[src/rtl/pcseq_pkg.sv]
package pcseq_pkg;

  typedef enum logic [2:0] {
    OP_STEP = 3'd0,
    OP_JUMP = 3'd1,
    OP_CALL = 3'd2,
    OP_RET  = 3'd3,
    OP_RETI = 3'd4,
    OP_ADDA = 3'd5,
    OP_SUBA = 3'd6,
    OP_HOLD = 3'd7
  } seqOp_e;

  typedef enum logic [2:0] {
    SEL_INC,
    SEL_TGT,
    SEL_POP,
    SEL_ADD,
    SEL_SUB,
    SEL_HOLD,
    SEL_IVEC
  } pcSel_e;

  typedef struct packed {
    pcSel_e sel;
    logic   push;
    logic   pushCur;
    logic   pop;
    logic   gieSet;
    logic   gieClr;
  } seqCtrl_t;

endpackage

[src/rtl/pcseq_ctrl.sv]
module pcseq_ctrl
  import pcseq_pkg::*;
(
  input  logic [2:0] op,
  input  logic       irqTake,
  output seqCtrl_t   ctrl
);

  seqOp_e opDec;
  assign opDec = seqOp_e'(op);

  always_comb begin
    ctrl = '{sel: SEL_HOLD, push: 1'b0, pushCur: 1'b0, pop: 1'b0,
             gieSet: 1'b0, gieClr: 1'b0};
    if (irqTake) begin
      ctrl.sel     = SEL_IVEC;
      ctrl.push    = 1'b1;
      ctrl.pushCur = 1'b1;
      ctrl.gieClr  = 1'b1;
    end else begin
      unique case (opDec)
        OP_STEP: ctrl.sel = SEL_INC;
        OP_JUMP: ctrl.sel = SEL_TGT;
        OP_CALL: begin
          ctrl.sel  = SEL_TGT;
          ctrl.push = 1'b1;
        end
        OP_RET: begin
          ctrl.sel = SEL_POP;
          ctrl.pop = 1'b1;
        end
        OP_RETI: begin
          ctrl.sel    = SEL_POP;
          ctrl.pop    = 1'b1;
          ctrl.gieSet = 1'b1;
        end
        OP_ADDA: ctrl.sel = SEL_ADD;
        OP_SUBA: ctrl.sel = SEL_SUB;
        default: ctrl.sel = SEL_HOLD;
      endcase
    end
  end

endmodule

[src/rtl/pcseq_stack.sv]
module pcseq_stack #(
  parameter int ADDR_W = 11,
  parameter int DEPTH  = 8,
  localparam int PTR_W = (DEPTH > 1) ? $clog2(DEPTH) : 1,
  localparam int LVL_W = $clog2(DEPTH + 1)
) (
  input  logic              clk,
  input  logic              rstN,
  input  logic              push,
  input  logic              pop,
  input  logic [ADDR_W-1:0] pushData,
  output logic [ADDR_W-1:0] popData,
  output logic [LVL_W-1:0]  level,
  output logic              ovf,
  output logic              unf
);

  logic [ADDR_W-1:0] mem [DEPTH];
  logic [PTR_W-1:0]  wrPtr;
  logic [PTR_W-1:0]  nextPtr;
  logic [PTR_W-1:0]  prevPtr;
  logic              isFull;
  logic              isEmpty;

  assign nextPtr = (wrPtr == PTR_W'(DEPTH - 1)) ? '0 : wrPtr + PTR_W'(1);
  assign prevPtr = (wrPtr == '0) ? PTR_W'(DEPTH - 1) : wrPtr - PTR_W'(1);
  assign isFull  = (level == LVL_W'(DEPTH));
  assign isEmpty = (level == '0);
  assign popData = isEmpty ? '0 : mem[prevPtr];

  genvar gi;
  generate
    for (gi = 0; gi < DEPTH; gi++) begin : g_entry
      always_ff @(posedge clk) begin
        if (push && (wrPtr == PTR_W'(gi))) mem[gi] <= pushData;
      end
    end
  endgenerate

  always_ff @(posedge clk or negedge rstN) begin
    if (!rstN) begin
      wrPtr <= '0;
      level <= '0;
      ovf   <= 1'b0;
      unf   <= 1'b0;
    end else if (push) begin
      wrPtr <= nextPtr;
      if (isFull) ovf <= 1'b1;
      else        level <= level + LVL_W'(1);
    end else if (pop) begin
      if (isEmpty) begin
        unf <= 1'b1;
      end else begin
        wrPtr <= prevPtr;
        level <= level - LVL_W'(1);
      end
    end
  end

endmodule

[src/rtl/pcseq_datapath.sv]
module pcseq_datapath
  import pcseq_pkg::*;
#(
  parameter int ADDR_W   = 11,
  parameter int DATA_W   = 8,
  parameter int DEPTH    = 8,
  parameter int IRQ_VEC  = 8,
  parameter int RST_VEC  = 0,
  localparam int HI_W    = ADDR_W - DATA_W,
  localparam int LVL_W   = $clog2(DEPTH + 1)
) (
  input  logic              clk,
  input  logic              rstN,
  input  seqCtrl_t          ctrl,
  input  logic [ADDR_W-1:0] target,
  input  logic [DATA_W-1:0] acc,
  output logic [ADDR_W-1:0] pcOut,
  output logic [LVL_W-1:0]  level,
  output logic              ovf,
  output logic              unf,
  output logic              gie
);

  logic [ADDR_W-1:0] pcQ;
  logic [ADDR_W-1:0] pcD;
  logic [ADDR_W-1:0] pcInc;
  logic [ADDR_W-1:0] popData;
  logic [ADDR_W-1:0] pushData;
  logic [DATA_W-1:0] lowQ;
  logic [HI_W-1:0]   highQ;
  logic [DATA_W:0]   addSum;
  logic [DATA_W-1:0] subLow;

  assign lowQ     = pcQ[DATA_W-1:0];
  assign highQ    = pcQ[ADDR_W-1:DATA_W];
  assign pcInc    = pcQ + ADDR_W'(1);
  assign addSum   = {1'b0, lowQ} + {1'b0, acc};
  assign subLow   = lowQ - acc;
  assign pushData = ctrl.pushCur ? pcQ : pcInc;

  always_comb begin
    unique case (ctrl.sel)
      SEL_INC:  pcD = pcInc;
      SEL_TGT:  pcD = target;
      SEL_POP:  pcD = popData;
      SEL_ADD:  pcD = {highQ + HI_W'(addSum[DATA_W]), addSum[DATA_W-1:0]};
      SEL_SUB:  pcD = {highQ, subLow};
      SEL_IVEC: pcD = ADDR_W'(IRQ_VEC);
      default:  pcD = pcQ;
    endcase
  end

  always_ff @(posedge clk or negedge rstN) begin
    if (!rstN) begin
      pcQ <= ADDR_W'(RST_VEC);
      gie <= 1'b0;
    end else begin
      pcQ <= pcD;
      if (ctrl.gieClr)      gie <= 1'b0;
      else if (ctrl.gieSet) gie <= 1'b1;
    end
  end

  assign pcOut = pcQ;

  pcseq_stack #(
    .ADDR_W(ADDR_W),
    .DEPTH (DEPTH)
  ) u_stack (
    .clk     (clk),
    .rstN    (rstN),
    .push    (ctrl.push),
    .pop     (ctrl.pop),
    .pushData(pushData),
    .popData (popData),
    .level   (level),
    .ovf     (ovf),
    .unf     (unf)
  );

endmodule

[src/rtl/pc_sequencer.sv]
module pc_sequencer
  import pcseq_pkg::*;
#(
  parameter int ADDR_W  = 11,
  parameter int DATA_W  = 8,
  parameter int DEPTH   = 8,
  parameter int IRQ_VEC = 8,
  parameter int RST_VEC = 0,
  localparam int LVL_W  = $clog2(DEPTH + 1)
) (
  input  logic              clk,
  input  logic              rstN,
  input  logic [2:0]        op,
  input  logic [ADDR_W-1:0] target,
  input  logic [DATA_W-1:0] acc,
  input  logic              irqTake,
  output logic [ADDR_W-1:0] fetchAddr,
  output logic [LVL_W-1:0]  stackLevel,
  output logic              stackOvf,
  output logic              stackUnf,
  output logic              gieOut
);

  seqCtrl_t ctrl;

  pcseq_ctrl u_ctrl (
    .op     (op),
    .irqTake(irqTake),
    .ctrl   (ctrl)
  );

  pcseq_datapath #(
    .ADDR_W (ADDR_W),
    .DATA_W (DATA_W),
    .DEPTH  (DEPTH),
    .IRQ_VEC(IRQ_VEC),
    .RST_VEC(RST_VEC)
  ) u_dp (
    .clk   (clk),
    .rstN  (rstN),
    .ctrl  (ctrl),
    .target(target),
    .acc   (acc),
    .pcOut (fetchAddr),
    .level (stackLevel),
    .ovf   (stackOvf),
    .unf   (stackUnf),
    .gie   (gieOut)
  );

endmodule

[config.mk]
export PLATFORM = sky130hd
export DESIGN_NAME = pc_sequencer
export DESIGN_NICKNAME = d
export VERILOG_FILES = /design/src/rtl/pcseq_pkg.sv /design/src/rtl/pcseq_ctrl.sv /design/src/rtl/pcseq_stack.sv /design/src/rtl/pcseq_datapath.sv /design/src/rtl/pc_sequencer.sv
export SDC_FILE = /design/constraint.sdc
export NUM_CORES = 1
export LEC_CHECK = 0
export ABC_CLOCK_PERIOD_IN_PS = 2700
export BUFFER_PORTS_ARGS = -buffer_cell sky130_fd_sc_hd__buf_2
export CORE_MARGIN = 2
export CORE_UTILIZATION = 45
export DETAILED_ROUTE_END_ITERATION = 16
export GPL_ROUTABILITY_DRIVEN = 0
export SETUP_SLACK_MARGIN = 0.2
export SYNTH_ARGS = -nofsm -noshare
export SYNTH_HDL_FRONTEND = slang
export SYNTH_HIERARCHICAL = 1
export SYNTH_SLANG_ARGS = --single-unit
[constraint.sdc]
create_clock -name clk -period 2.7 [get_ports clk]
set_clock_uncertainty 0.05 [all_clocks]
set_input_delay 0.54 -clock clk [delete_from_list [all_inputs] [get_ports clk]]
set_output_delay 0.54 -clock clk [all_outputs]
set_load 0.01 [all_outputs]
==> results.ini, run 1 <==
[run_status]
status = finished clean

[synthesis]
synth_ff_type = edfxtp_1
synthArstFlopShare = 0.193
yosys-top-cells-area = edfxtp_1 41%, dfrtp_1 8.1%, ha_1 5.2%, mux2i_1 4.5%, o21ai_0 3.2%
synth_top_cell_by_area = edfxtp_1
syn-num-nets = 646
syn_area_sq_um = 6490
yosys_warnings = 6
synth_edf_count = 88
syn_avg_cell_area_sq_um = 11.0
yosysTopAreaCellShare = 0.407
synthDistinctLibCells = 68
ys_seq_elements = 109
syn-instance-count = 591
synth_seq_area_share = 0.488

[die]
io_pins = 43
initial_core_util = 0.464
dieHeight_um = 124
die_area_sq_um = 15400
die_w_um = 124
core_sq_um = 14000
num_rows = 43

[detailed_routing]
met3_length_um = 890
top_layer = met4
dr.pass1.iters = 5
wl_met2_um = 8570
route.detailed.drc = 0
avgViaCountPerCell = 5.90
drt-wirelength-per-cell_um = 20.0
ant_nets = 0
wl_met1_um = 7660
vias = 5150
drt-total-wl_um = 17400
drt_iter0_markers = 474

[power_and_ir_drop]
pwr-share-seq = 0.279
fin_total_pwr_mw = 9.68
netSwitchingPower_mw = 3.99
power_leakage_nw = 3.14
pwr-share-comb = 0.588
p_int_mw = 5.69
p_clk_frac = 0.134
peakVddDrop_v = 0.000536
swShare = 0.412
p_per_area_nw_per_um2 = 1220

[global_route]
grt_max_degree = 27
track_usage = 0.240
overflow = 0
grt_pass1_vias = 5064
antenna_found_initial = 0
grt_pass1_wl_um = 27400

[sta]
finalHoldViolCount = 0
finalMaxSlewViolations = 0
worst_slack_ns = 0.184
rsz0062_at_grt = yes
worst_pin_slew_ns = 0.759
whs_ns = 0.101
layout_min_cycle_time_ns = 2.52
fmax_mhz = 397
setup_violations = 0
maxSlewHeadroom = 0.490
finalSetupTns_ns = 0
period_share = 0.932

[critical_path]
reg2regPathDepth = 11
path_class = flip-flop to flip-flop
r2r_slack_ns = 0.18
worst_setup_path_start_kind = flip-flop
r2r_start = u_dp/u_stack/wrPtr[0]
cp_max_fo = 13
critPathRequiredTime_ns = 2.90
critical_path_arrival_ns = 2.71
critPathCaptureType = flip-flop
reg2reg_to = u_dp/pcOut[3]

[layout]
fin_nets = 743
syn_to_final_growth_pct = 22.7
multi_input_area_sq_um = 3280
fillers = 1234
drive_above_1_share = 0.299
seq_area_sq_um = 3170
antenna_cells = 0

[clock_network]
max-clock-path-buffers = 2
insertion_delay_ns = 0.35
clock_sinks = 109
cts_buffers = 9
cts_tree = done
clk_pin_slew_ns = 0.07
root_buffer = clkbuf_16
hold_buffers = 0
htreeDepth = 3

[hold_path]
hp-class = primary input to async pin

[place]
dp_slack_ns = -0.150
io_buffers = 42
dp_hpwl_um = 12500

[run]
drv_cap = 0

-- placed cells by master, fill, tap and decap left out, types with 4 or more instances in the layout --
cell type	instances
a21o_1	4
a21oi_1	38
a221oi_1	5
a32oi_1	12
and3_1	8
buf_12	4
buf_2	42
buf_4	73
clkbuf_16	9
dfrtp_1	18
edfxtp_1	88
ha_1	20
ha_4	6
inv_1	22
mux2_2	11
mux2i_1	28
nand2_1	30
nand2b_1	12
nand3_1	14
nor2_1	30
nor2b_1	20
nor3_1	8
o211ai_1	16
o21ai_0	34
o21ai_1	5
o21ai_2	4
o21bai_1	4
o221a_2	4
o22ai_1	6
o32ai_2	7
xnor2_1	10
xor2_1	11
-- registers in the layout (all words and copies together) (netlist names) --
register	count
u_dp/u_stack/ovf	1
u_dp/u_stack/mem	88
u_dp/u_stack/level	4
u_dp/gie	1
u_dp/pcOut	11
u_dp/u_stack/wrPtr	3
u_dp/u_stack/unf	1
-- final cells by class --
cell class	instances	share of cell area
timing repair buffer	122	0.112
clock buffer	10	0.0288
multi-input combinational	419	0.412
inverter	27	0.0140
tap	180	0.0283
clock inverter	6	0.00676
sequential	109	0.398
-- critical path, cell delays in order, from the launching register on --
cell	delay (ns)
dfrtp_2	0.42
inv_4	0.07
ha_4	0.18
or3_4	0.46
nand2_8	0.17
a21oi_1	0.10
o32ai_2	0.29
a2bb2oi_1	0.18
o21ai_0	0.09
o31ai_1	0.09
a221oi_1	0.09
a311oi_1	0.23
-- layer usage --
metal  GRT usage  vias to the layer above
met2       0.392                      160
met1       0.329                     2539
met3      0.0247                       21
li1            -                     2430
met4      0.0948                        0
met5           0                        -
-- power groups by stage --
stage | Combinational, mW | Clock [mW] | Sequential [mW]
6_report | 5.69 | 1.30 | 2.70
5_1_grt | 6.15 | 1.39 | 2.74
4_1_cts | 5.49 | 1.31 | 2.69
3_5_place_dp | 4.99 | 0 | 2.72
3_3_place_gp | 4.90 | 0 | 2.70
2_1_floorplan | 3.21 | 0 | 2.80
-- Yosys cell counts (10+ instances only) --
library cell / count
a21oi_1: 40
a32oi_1: 12
buf_2: 15
clkbuf_1: 13
dfrtp_1: 21
edfxtp_1: 88
ha_1: 27
inv_1: 27
mux2_2: 11
mux2i_1: 29
nand2_1: 31
nand2b_1: 13
nand3_1: 16
nor2_1: 30
nor2b_1: 22
nor3_1: 10
o211ai_1: 16
o21ai_0: 42
o32ai_1: 10
xnor2_1: 10
xor2_1: 11
-- how the worst max path moves through the flow --
| stage | slack, ns | startpoint | cells after the start | to |
|---|---|---|---|---|
| after global routing | 0.04 | u_dp/u_stack/wrPtr[0] | 12 | u_dp/pcOut[5] |
| final | 0.18 | u_dp/u_stack/wrPtr[0] | 11 | u_dp/pcOut[3] |
| after floorplan | 0.09 | u_dp/u_stack/wrPtr[0] | 15 | u_dp/pcOut[5] |
| after detailed placement | -0.15 | acc[5] | 16 | u_dp/pcOut[10] |
| after global placement | -0.14 | acc[0] | 15 | u_dp/pcOut[10] |
| after CTS | 0.18 | u_dp/pcOut[5] | 14 | u_dp/pcOut[10] |
-- cells by family after synthesis --
group | share of synthesized area
compound gates | 0.184
xor+xnor | 0.0283
buf+inv | 0.0453
simple gates | 0.124
fa+ha+maj | 0.0613
mux | 0.0690
flops | 0.488
-- per-stage QoR --
stage / instance area, sq um / utilization / instances
after floorplan: 6640 / - / 591
after global placement: 7390 / 0.529 / 843
after detailed placement: 7390 / 0.529 / 843
after CTS: 7900 / 0.565 / 872
after global routing: 7960 / 0.569 / 873
final: 7960 / 0.569 / 873
-- what timing repair did --
action / 4_1_cts / 5_1_grt
pin swaps: 15 / 10
gates resized for setup: 21 / 13
setup endpoints to repair: 8 / 9
cloned: 1 / 0
buffers inserted: 12 / 1
Power figures use the tool's default switching activity.
==> run 2, diff against run 1 <==
--- a/config.mk
+++ b/config.mk
@@ -11,6 +11,7 @@
 export CORE_UTILIZATION = 45
 export DETAILED_ROUTE_END_ITERATION = 16
 export GPL_ROUTABILITY_DRIVEN = 0
+export REMOVE_ABC_BUFFERS = 1
 export SETUP_SLACK_MARGIN = 0.2
 export SYNTH_ARGS = -nofsm -noshare
 export SYNTH_HDL_FRONTEND = slang
==> run 2 against run 1 <==
Sequential power is essentially flat. Non-clock buffer count grew 21. Register-to-register slack is essentially flat. Fmax shrank 0.41%. Core utilization grew 2.5 points. Power grew 7.0%. Combinational power grew 12%. Critical path depth shrank 1. First-iteration DRC count shrank 24%. Die area is the same.
==> results.ini, run 2 (same netlist as run 1, synthesis figures left out) <==
[clock_network]
clk_pin_slew_ns = 0.07  ; about the same
cts_buffers = 9  ; unchanged
insertion_delay_ns = 0.35  ; about the same
max-clock-path-buffers = 2  ; unchanged
root_buffer = clkbuf_16
clock_sinks = 109  ; unchanged
htreeDepth = 3  ; unchanged
hold_buffers = 0  ; unchanged
cts_tree = done

[sta]
fmax_mhz = 396  ; -0.41%
whs_ns = 0.124  ; +0.0228 ns
layout_min_cycle_time_ns = 2.53  ; +0.0104 ns
maxSlewHeadroom = 0.499  ; +0.00810
rsz0062_at_grt = yes
period_share = 0.936  ; +0.00385
finalMaxSlewViolations = 0  ; unchanged
finalHoldViolCount = 0  ; unchanged
setup_violations = 0  ; unchanged
worst_pin_slew_ns = 0.747  ; -0.0121 ns
finalSetupTns_ns = 0  ; unchanged

[power_and_ir_drop]
netSwitchingPower_mw = 4.17  ; +4.5%
fin_total_pwr_mw = 10.4  ; +7.0%
pwr-share-seq = 0.262  ; -0.017
power_leakage_nw = 3.28  ; +4.4%
p_per_area_nw_per_um2 = 1250  ; +2.5%
swShare = 0.403  ; -0.00971
pwr-share-comb = 0.616  ; +0.028
peakVddDrop_v = 0.000569  ; +6.1%
p_int_mw = 6.19  ; +8.8%
p_clk_frac = 0.121  ; -0.013

[critical_path]
critical_path_buf_inv_count = 2  ; +1
cp_max_fo = 7  ; -6
cp_num_cells = 10  ; -1
path_cells = inv_4, ha_4, or3_4, nand2_8, buf_4, a21oi_1, o32ai_1, a21oi_1, a32oi_1, o211a_1
critPathRequiredTime_ns = 2.94  ; +0.04 ns
path_delay_family = compound AO/OA/AOI/OAI gates
reg2reg_to = u_dp/pcOut[10]
worst_setup_path_start_kind = flip-flop
critPathCaptureType = flip-flop
reg2regPathDepth = 10  ; -1
crit_path_end = u_dp/pcOut[10]
critical_path_arrival_ns = 2.77  ; +0.06 ns
r2r_slack_ns = 0.17  ; about the same
r2r_start = u_dp/u_stack/wrPtr[0]
startpoint = u_dp/u_stack/wrPtr[0]
cp_slowest_cell = or3_4
crit_path_max_incr_delay_ns = 0.47  ; about the same
path_class = flip-flop to flip-flop
cpMostUsedCell = a21oi_1

[detailed_routing]
vias = 5182  ; +0.62%
drt-total-wl_um = 17400  ; -0.32%
drt-wirelength-per-cell_um = 19.5  ; -2.4%
route.detailed.drc = 0  ; unchanged
drt_iter0_markers = 359  ; -24%
avgViaCountPerCell = 5.81  ; -1.5%
dr.pass1.iters = 5  ; unchanged
ant_nets = 0  ; unchanged

[place]
io_buffers = 42  ; unchanged
placed_cells = 855  ; +1.4%
dp_hpwl_um = 12500  ; +0.17%

[global_route]
grt_max_degree = 22  ; -19%
track_usage = 0.234  ; -0.00607
antenna_found_initial = 0  ; unchanged
grt_pass1_vias = 5005  ; -1.2%
grt_pass1_wl_um = 27000  ; -1.6%
overflow = 0  ; unchanged

[die]
io_pins = 43  ; unchanged
initial_core_util = 0.464  ; unchanged
die_w_um = 124  ; unchanged
core_sq_um = 14000  ; unchanged
dieHeight_um = 124  ; unchanged
num_rows = 43  ; unchanged
die_area_sq_um = 15400  ; unchanged

[hold_path]
hp-class = primary input to async pin

[run]
drv_cap = 0  ; unchanged

[run_status]
status = finished clean

[layout]
final_common_cell = edfxtp_1
seq_area_sq_um = 3170  ; about the same
largest_register_ffs = 88  ; unchanged
top_register = u_dp/u_stack/mem
syn_to_final_growth_pct = 28.0
stdcell_count = 892  ; +2.2%
final_cell_mix = 88 x edfxtp_1, 82 x buf_4, 42 x buf_2, 35 x a21oi_1, 31 x o21ai_0
multi_input_area_sq_um = 3430  ; +4.8%
antenna_cells = 0  ; unchanged
fin_nets = 764  ; +2.8%
fillers = 1171  ; -5.1%
drive_above_1_share = 0.337  ; +0.0384

run 2: cell types whose count changed in the layout (fill, tap and decap cells not counted), moves of 3 or more:
cell	before	now
a21oi_1	38	35
a32oi_1	12	9
a32oi_2	0	3
buf_4	73	82
buf_6	2	10
mux2i_1	28	23
mux2i_4	0	4
nor2b_4	0	3
o21ai_0	34	31
o21ai_1	5	8
run 2: area by class of cell:
| type | instances | share of cell area |
|---|---|---|
| clock inverter | 3 | 0.00467 |
| timing repair buffer | 143 | 0.133 |
| multi-input combinational | 419 | 0.413 |
| clock buffer | 11 | 0.0280 |
| sequential | 109 | 0.382 |
| tap | 180 | 0.0271 |
| inverter | 27 | 0.0125 |
run 2: through the flow:
| step | setup WS [ns] | util | instance area, sq um |
|---|---|---|---|
| detailed placement | -0.342 | 0.523 | 7320 |
| floorplan | -1.52 | - | 6300 |
| finish | 0.173 | 0.594 | 8310 |
| CTS | 0.161 | 0.555 | 7770 |
| global route | 0.00705 | 0.594 | 8310 |
| global placement | -0.325 | 0.523 | 7320 |
run 2: power groups by stage:
stage	sequential, mW	combinational, mW	clock [mW]
finish	2.72	6.38	1.26
global route	2.77	6.90	1.35
global placement	2.68	4.88	0
floorplan	2.89	2.73	0
CTS	2.68	5.25	1.30
detailed placement	2.69	4.94	0
run 2: worst min-delay path by stage:
stage	start	to	slack [ns]	cells after the start
3_3_place_gp	u_dp/u_stack/ovf	u_dp/u_stack/ovf	0.38	1
3_5_place_dp	u_dp/u_stack/ovf	u_dp/u_stack/ovf	0.39	1
5_1_grt	rstN	u_dp/u_stack/level[1]	0.16	1
2_1_floorplan	rstN	u_dp/gie	0.19	0
4_1_cts	rstN	u_dp/u_stack/level[1]	0.12	1
6_report	rstN	u_dp/u_stack/unf	0.12	1
run 2: repair_timing:
item / 4_1_cts / 5_1_grt
setup endpoints to repair: 9 / 17
setup buffers: 3 / 20
pin swaps: 6 / 34
gates resized for setup: 38 / 75
run 2: per-layer routing:
metal | vias up | routed length, um | global-route usage
met1 | 2513 | 7750 | 0.328
met2 | 170 | 8420 | 0.372
met3 | 19 | 928 | 0.0343
li1 | 2480 | - | -
met5 | - | 0 | 0
met4 | 0 | 268 | 0.0801
run 2: worst register-to-register path, delay by kind of cell, from the launching register on:
| kind | cells | cell delay (ns) |
|---|---|---|
| AO/OA/AOI/OAI | 5 | 1.04 |
| adder cells (fa/ha/maj) | 1 | 0.18 |
| AND/OR/NAND/NOR | 2 | 0.60 |
| buffers and inverters | 2 | 0.21 |
| flip-flops | 1 | 0.40 |
==> run 3, diff against run 2 <==
--- a/config.mk
+++ b/config.mk
@@ -5,6 +5,7 @@
 export SDC_FILE = /design/constraint.sdc
 export NUM_CORES = 1
 export LEC_CHECK = 0
+export ABC_AREA = 1
 export ABC_CLOCK_PERIOD_IN_PS = 2700
 export BUFFER_PORTS_ARGS = -buffer_cell sky130_fd_sc_hd__buf_2
 export CORE_MARGIN = 2
==> run 3 against run 2 <==
Sequential power down 4%. Combinational power is 29% lower. Via count decreased by 4.2%. Die area is 2.6% lower. Sequential share of layout area is 6.0 points higher. Final area down 14%. Largest cell class is now registers.
==> results.ini, run 3 <==
[place]
dp_hpwl_um = 11100  ; -11%
placed_cells = 941  ; +10%
io_buffers = 42  ; unchanged

[clock_network]
root_buffer = clkbuf_16
cts_tree = done
clock_sinks = 109  ; unchanged
clk_pin_slew_ns = 0.07  ; about the same
htreeDepth = 3  ; unchanged
insertion_delay_ns = 0.35  ; about the same
cts_buffers = 9  ; unchanged
max-clock-path-buffers = 2  ; unchanged

[global_route]
antenna_found_initial = 0  ; unchanged
grt_pass1_vias = 4789  ; -4.3%
grt_max_degree = 41  ; +86%
track_usage = 0.219  ; -0.0153
grt_pass1_wl_um = 24700  ; -8.5%
overflow = 0  ; unchanged

[detailed_routing]
drt_iter0_markers = 364  ; +1.4%
route.detailed.drc = 0  ; unchanged
dr.pass1.iters = 5  ; unchanged
drt-wirelength-per-cell_um = 16.3  ; -16%
vias = 4964  ; -4.2%
avgViaCountPerCell = 5.18  ; -11%
ant_nets = 0  ; unchanged
drt-total-wl_um = 15600  ; -10%

[sta]
finalHoldViolCount = 0  ; unchanged
finalMaxSlewViolations = 0  ; unchanged
maxSlewHeadroom = 0.461  ; -0.0377
fmax_mhz = 398  ; +0.66%
period_share = 0.930  ; -0.00612
whs_ns = 0.125  ; +0.000689 ns
worst_pin_slew_ns = 0.800  ; +0.0534 ns
rsz0062_at_grt = yes
layout_min_cycle_time_ns = 2.51  ; -0.0165 ns
setup_violations = 0  ; unchanged

[die]
dieHeight_um = 122  ; -1.3%
initial_core_util = 0.458  ; -0.00565
io_pins = 43  ; unchanged
num_rows = 43  ; unchanged
core_sq_um = 13800  ; -1.5%
die_area_sq_um = 15000  ; -2.6%
die_w_um = 122  ; -1.3%

[layout]
stdcell_count = 958  ; +7.4%
syn_to_final_growth_pct = 13.7
antenna_cells = 0  ; unchanged
fillers = 1297  ; +11%
seq_area_sq_um = 3170  ; about the same
final_common_cell = nand2_1
top_register = u_dp/u_stack/mem
largest_register_ffs = 88  ; unchanged
multi_input_area_sq_um = 2690  ; -22%
final_cell_mix = 217 x nand2_1, 89 x nand3_1, 88 x edfxtp_1, 67 x inv_1, 42 x buf_2
fin_nets = 828  ; +8.4%
drive_above_1_share = 0.197  ; -0.140

[synthesis]
yosys-top-cells-area = edfxtp_1 42%, nand2_1 13%, dfrtp_1 8.3%, nand3_1 7.1%, ha_1 5.4%
synthTopCellsByCount = 218 x nand2_1, 89 x nand3_1, 88 x edfxtp_1
synth_edf_count = 88  ; unchanged
yosysTopAreaCellShare = 0.419  ; +0.0115
syn_area_sq_um = 6310  ; -2.7%
synth_top_cell_by_area = edfxtp_1
yosys_warnings = 6  ; unchanged
synthArstFlopShare = 0.193  ; unchanged
synth.most_common_cell = nand2_1
syn_avg_cell_area_sq_um = 8.94  ; -19%
ys_seq_elements = 109  ; unchanged
synthDistinctLibCells = 45  ; -34%
syn-instance-count = 706  ; +19%
synth_ff_type = edfxtp_1
synth_seq_area_share = 0.502  ; +0.0137

[run_status]
status = finished clean

[critical_path]
critPathRequiredTime_ns = 2.94  ; about the same
critPathCaptureType = flip-flop
path_class = flip-flop to flip-flop
reg2regPathDepth = 15  ; +5
r2r_slack_ns = 0.19  ; +0.02 ns
r2r_start = u_dp/pcOut[0]
cp_max_fo = 2  ; -5
worst_setup_path_start_kind = flip-flop
reg2reg_to = u_dp/pcOut[10]
critical_path_arrival_ns = 2.75  ; -0.02 ns

[power_and_ir_drop]
power_leakage_nw = 3.20  ; -2.4%
p_per_area_nw_per_um2 = 1170  ; -6.2%
peakVddDrop_v = 0.000615  ; +8.1%
fin_total_pwr_mw = 8.39  ; -19%

[hold_path]
hp-class = primary input to async pin

[run]
drv_cap = 0  ; unchanged

## run 3: cell count changes after synthesis, moves of 12 or more
cell	before	now
nor2b_1	22	0
a21oi_1	40	23
mux2i_1	29	0
nand3_1	16	89
o211ai_1	16	2
inv_1	27	68
nand2_1	31	218
inv_2	0	13
a32oi_1	12	0
o21ai_0	42	12
nand2b_1	13	0
## run 3: worst max path at each step
stage	start	to	slack [ns]	cells past startpoint
detailed placement	acc[0]	u_dp/pcOut[10]	-0.13	16
global route	u_dp/pcOut[0]	u_dp/pcOut[10]	0.02	15
finish	u_dp/pcOut[0]	u_dp/pcOut[10]	0.19	15
CTS	u_dp/pcOut[0]	u_dp/pcOut[10]	0.18	15
global placement	acc[0]	u_dp/pcOut[10]	-0.07	16
floorplan	u_dp/pcOut[0]	u_dp/pcOut[10]	0.22	15
## run 3: critical path, cell delays in order (launching register included)
cell	delay, ns
dfrtp_1	0.37
ha_2	0.20
inv_2	0.04
fa_2	0.34
o21ai_2	0.16
nand3_2	0.12
nand2_2	0.09
a21oi_2	0.05
o21bai_1	0.19
ha_2	0.23
ha_4	0.12
xor2_1	0.15
nand2_1	0.08
a41oi_2	0.13
nand2_1	0.08
nand2_1	0.06
## run 3: what timing repair did
action	CTS	global route
hold buffers	0	0
resized for setup	1	10
buffers inserted	0	1
endpoints found under the hold margin	0	0
setup endpoints to repair	1	7
pin swaps	2	8
## run 3: cell type report
class / count / area share
well taps: 180 / 0.0314
flip-flops and latches: 109 / 0.441
clock inverters: 7 / 0.00715
repair buffers: 79 / 0.0703
inverters: 82 / 0.0439
clock buffers: 9 / 0.0314
multi-input cells: 492 / 0.374
## run 3: kinds of logic (layout without fill, tap and decap cells)
kind of cell | after synthesis | after routing | synth area share
compound gates | 69 | 69 | 0.0676
xor+xnor | 12 | 12 | 0.0167
fa+ha+maj | 30 | 30 | 0.0630
buf+inv | 105 | 177 | 0.0769
flops | 109 | 109 | 0.502
simple gates | 381 | 381 | 0.274
## run 3: report_power, final
| group | leakage (nW) | switching [mW] | internal (mW) |
|---|---|---|---|
| registers | 1.06 | 0.235 | 2.37 |
| logic | 2.01 | 2.96 | 1.56 |
| clock network | 0.127 | 0.622 | 0.630 |
| total | 3.20 | 3.82 | 4.57 |
## run 3: through the flow
| step | utilization | instance area (sq um) | setup WS (ns) | TNS, ns |
|---|---|---|---|---|
| after floorplan | - | 6140 | 0.218 | 0 |
| after global placement | 0.498 | 6860 | -0.0675 | -0.0675 |
| after detailed placement | 0.498 | 6860 | -0.125 | -0.193 |
| after CTS | 0.518 | 7130 | 0.176 | 0 |
| after global routing | 0.521 | 7180 | 0.0220 | 0 |
| final | 0.521 | 7180 | 0.190 | 0 |
## run 3: metal layers
layer / up-vias / GRT usage / share of wire
met4: 0 / 0.0740 / 0.017
li1: 2471 / - / -
met5: - / 0 / 0
met2: 121 / 0.364 / 0.49
met1: 2351 / 0.292 / 0.45
met3: 21 / 0.0349 / 0.044
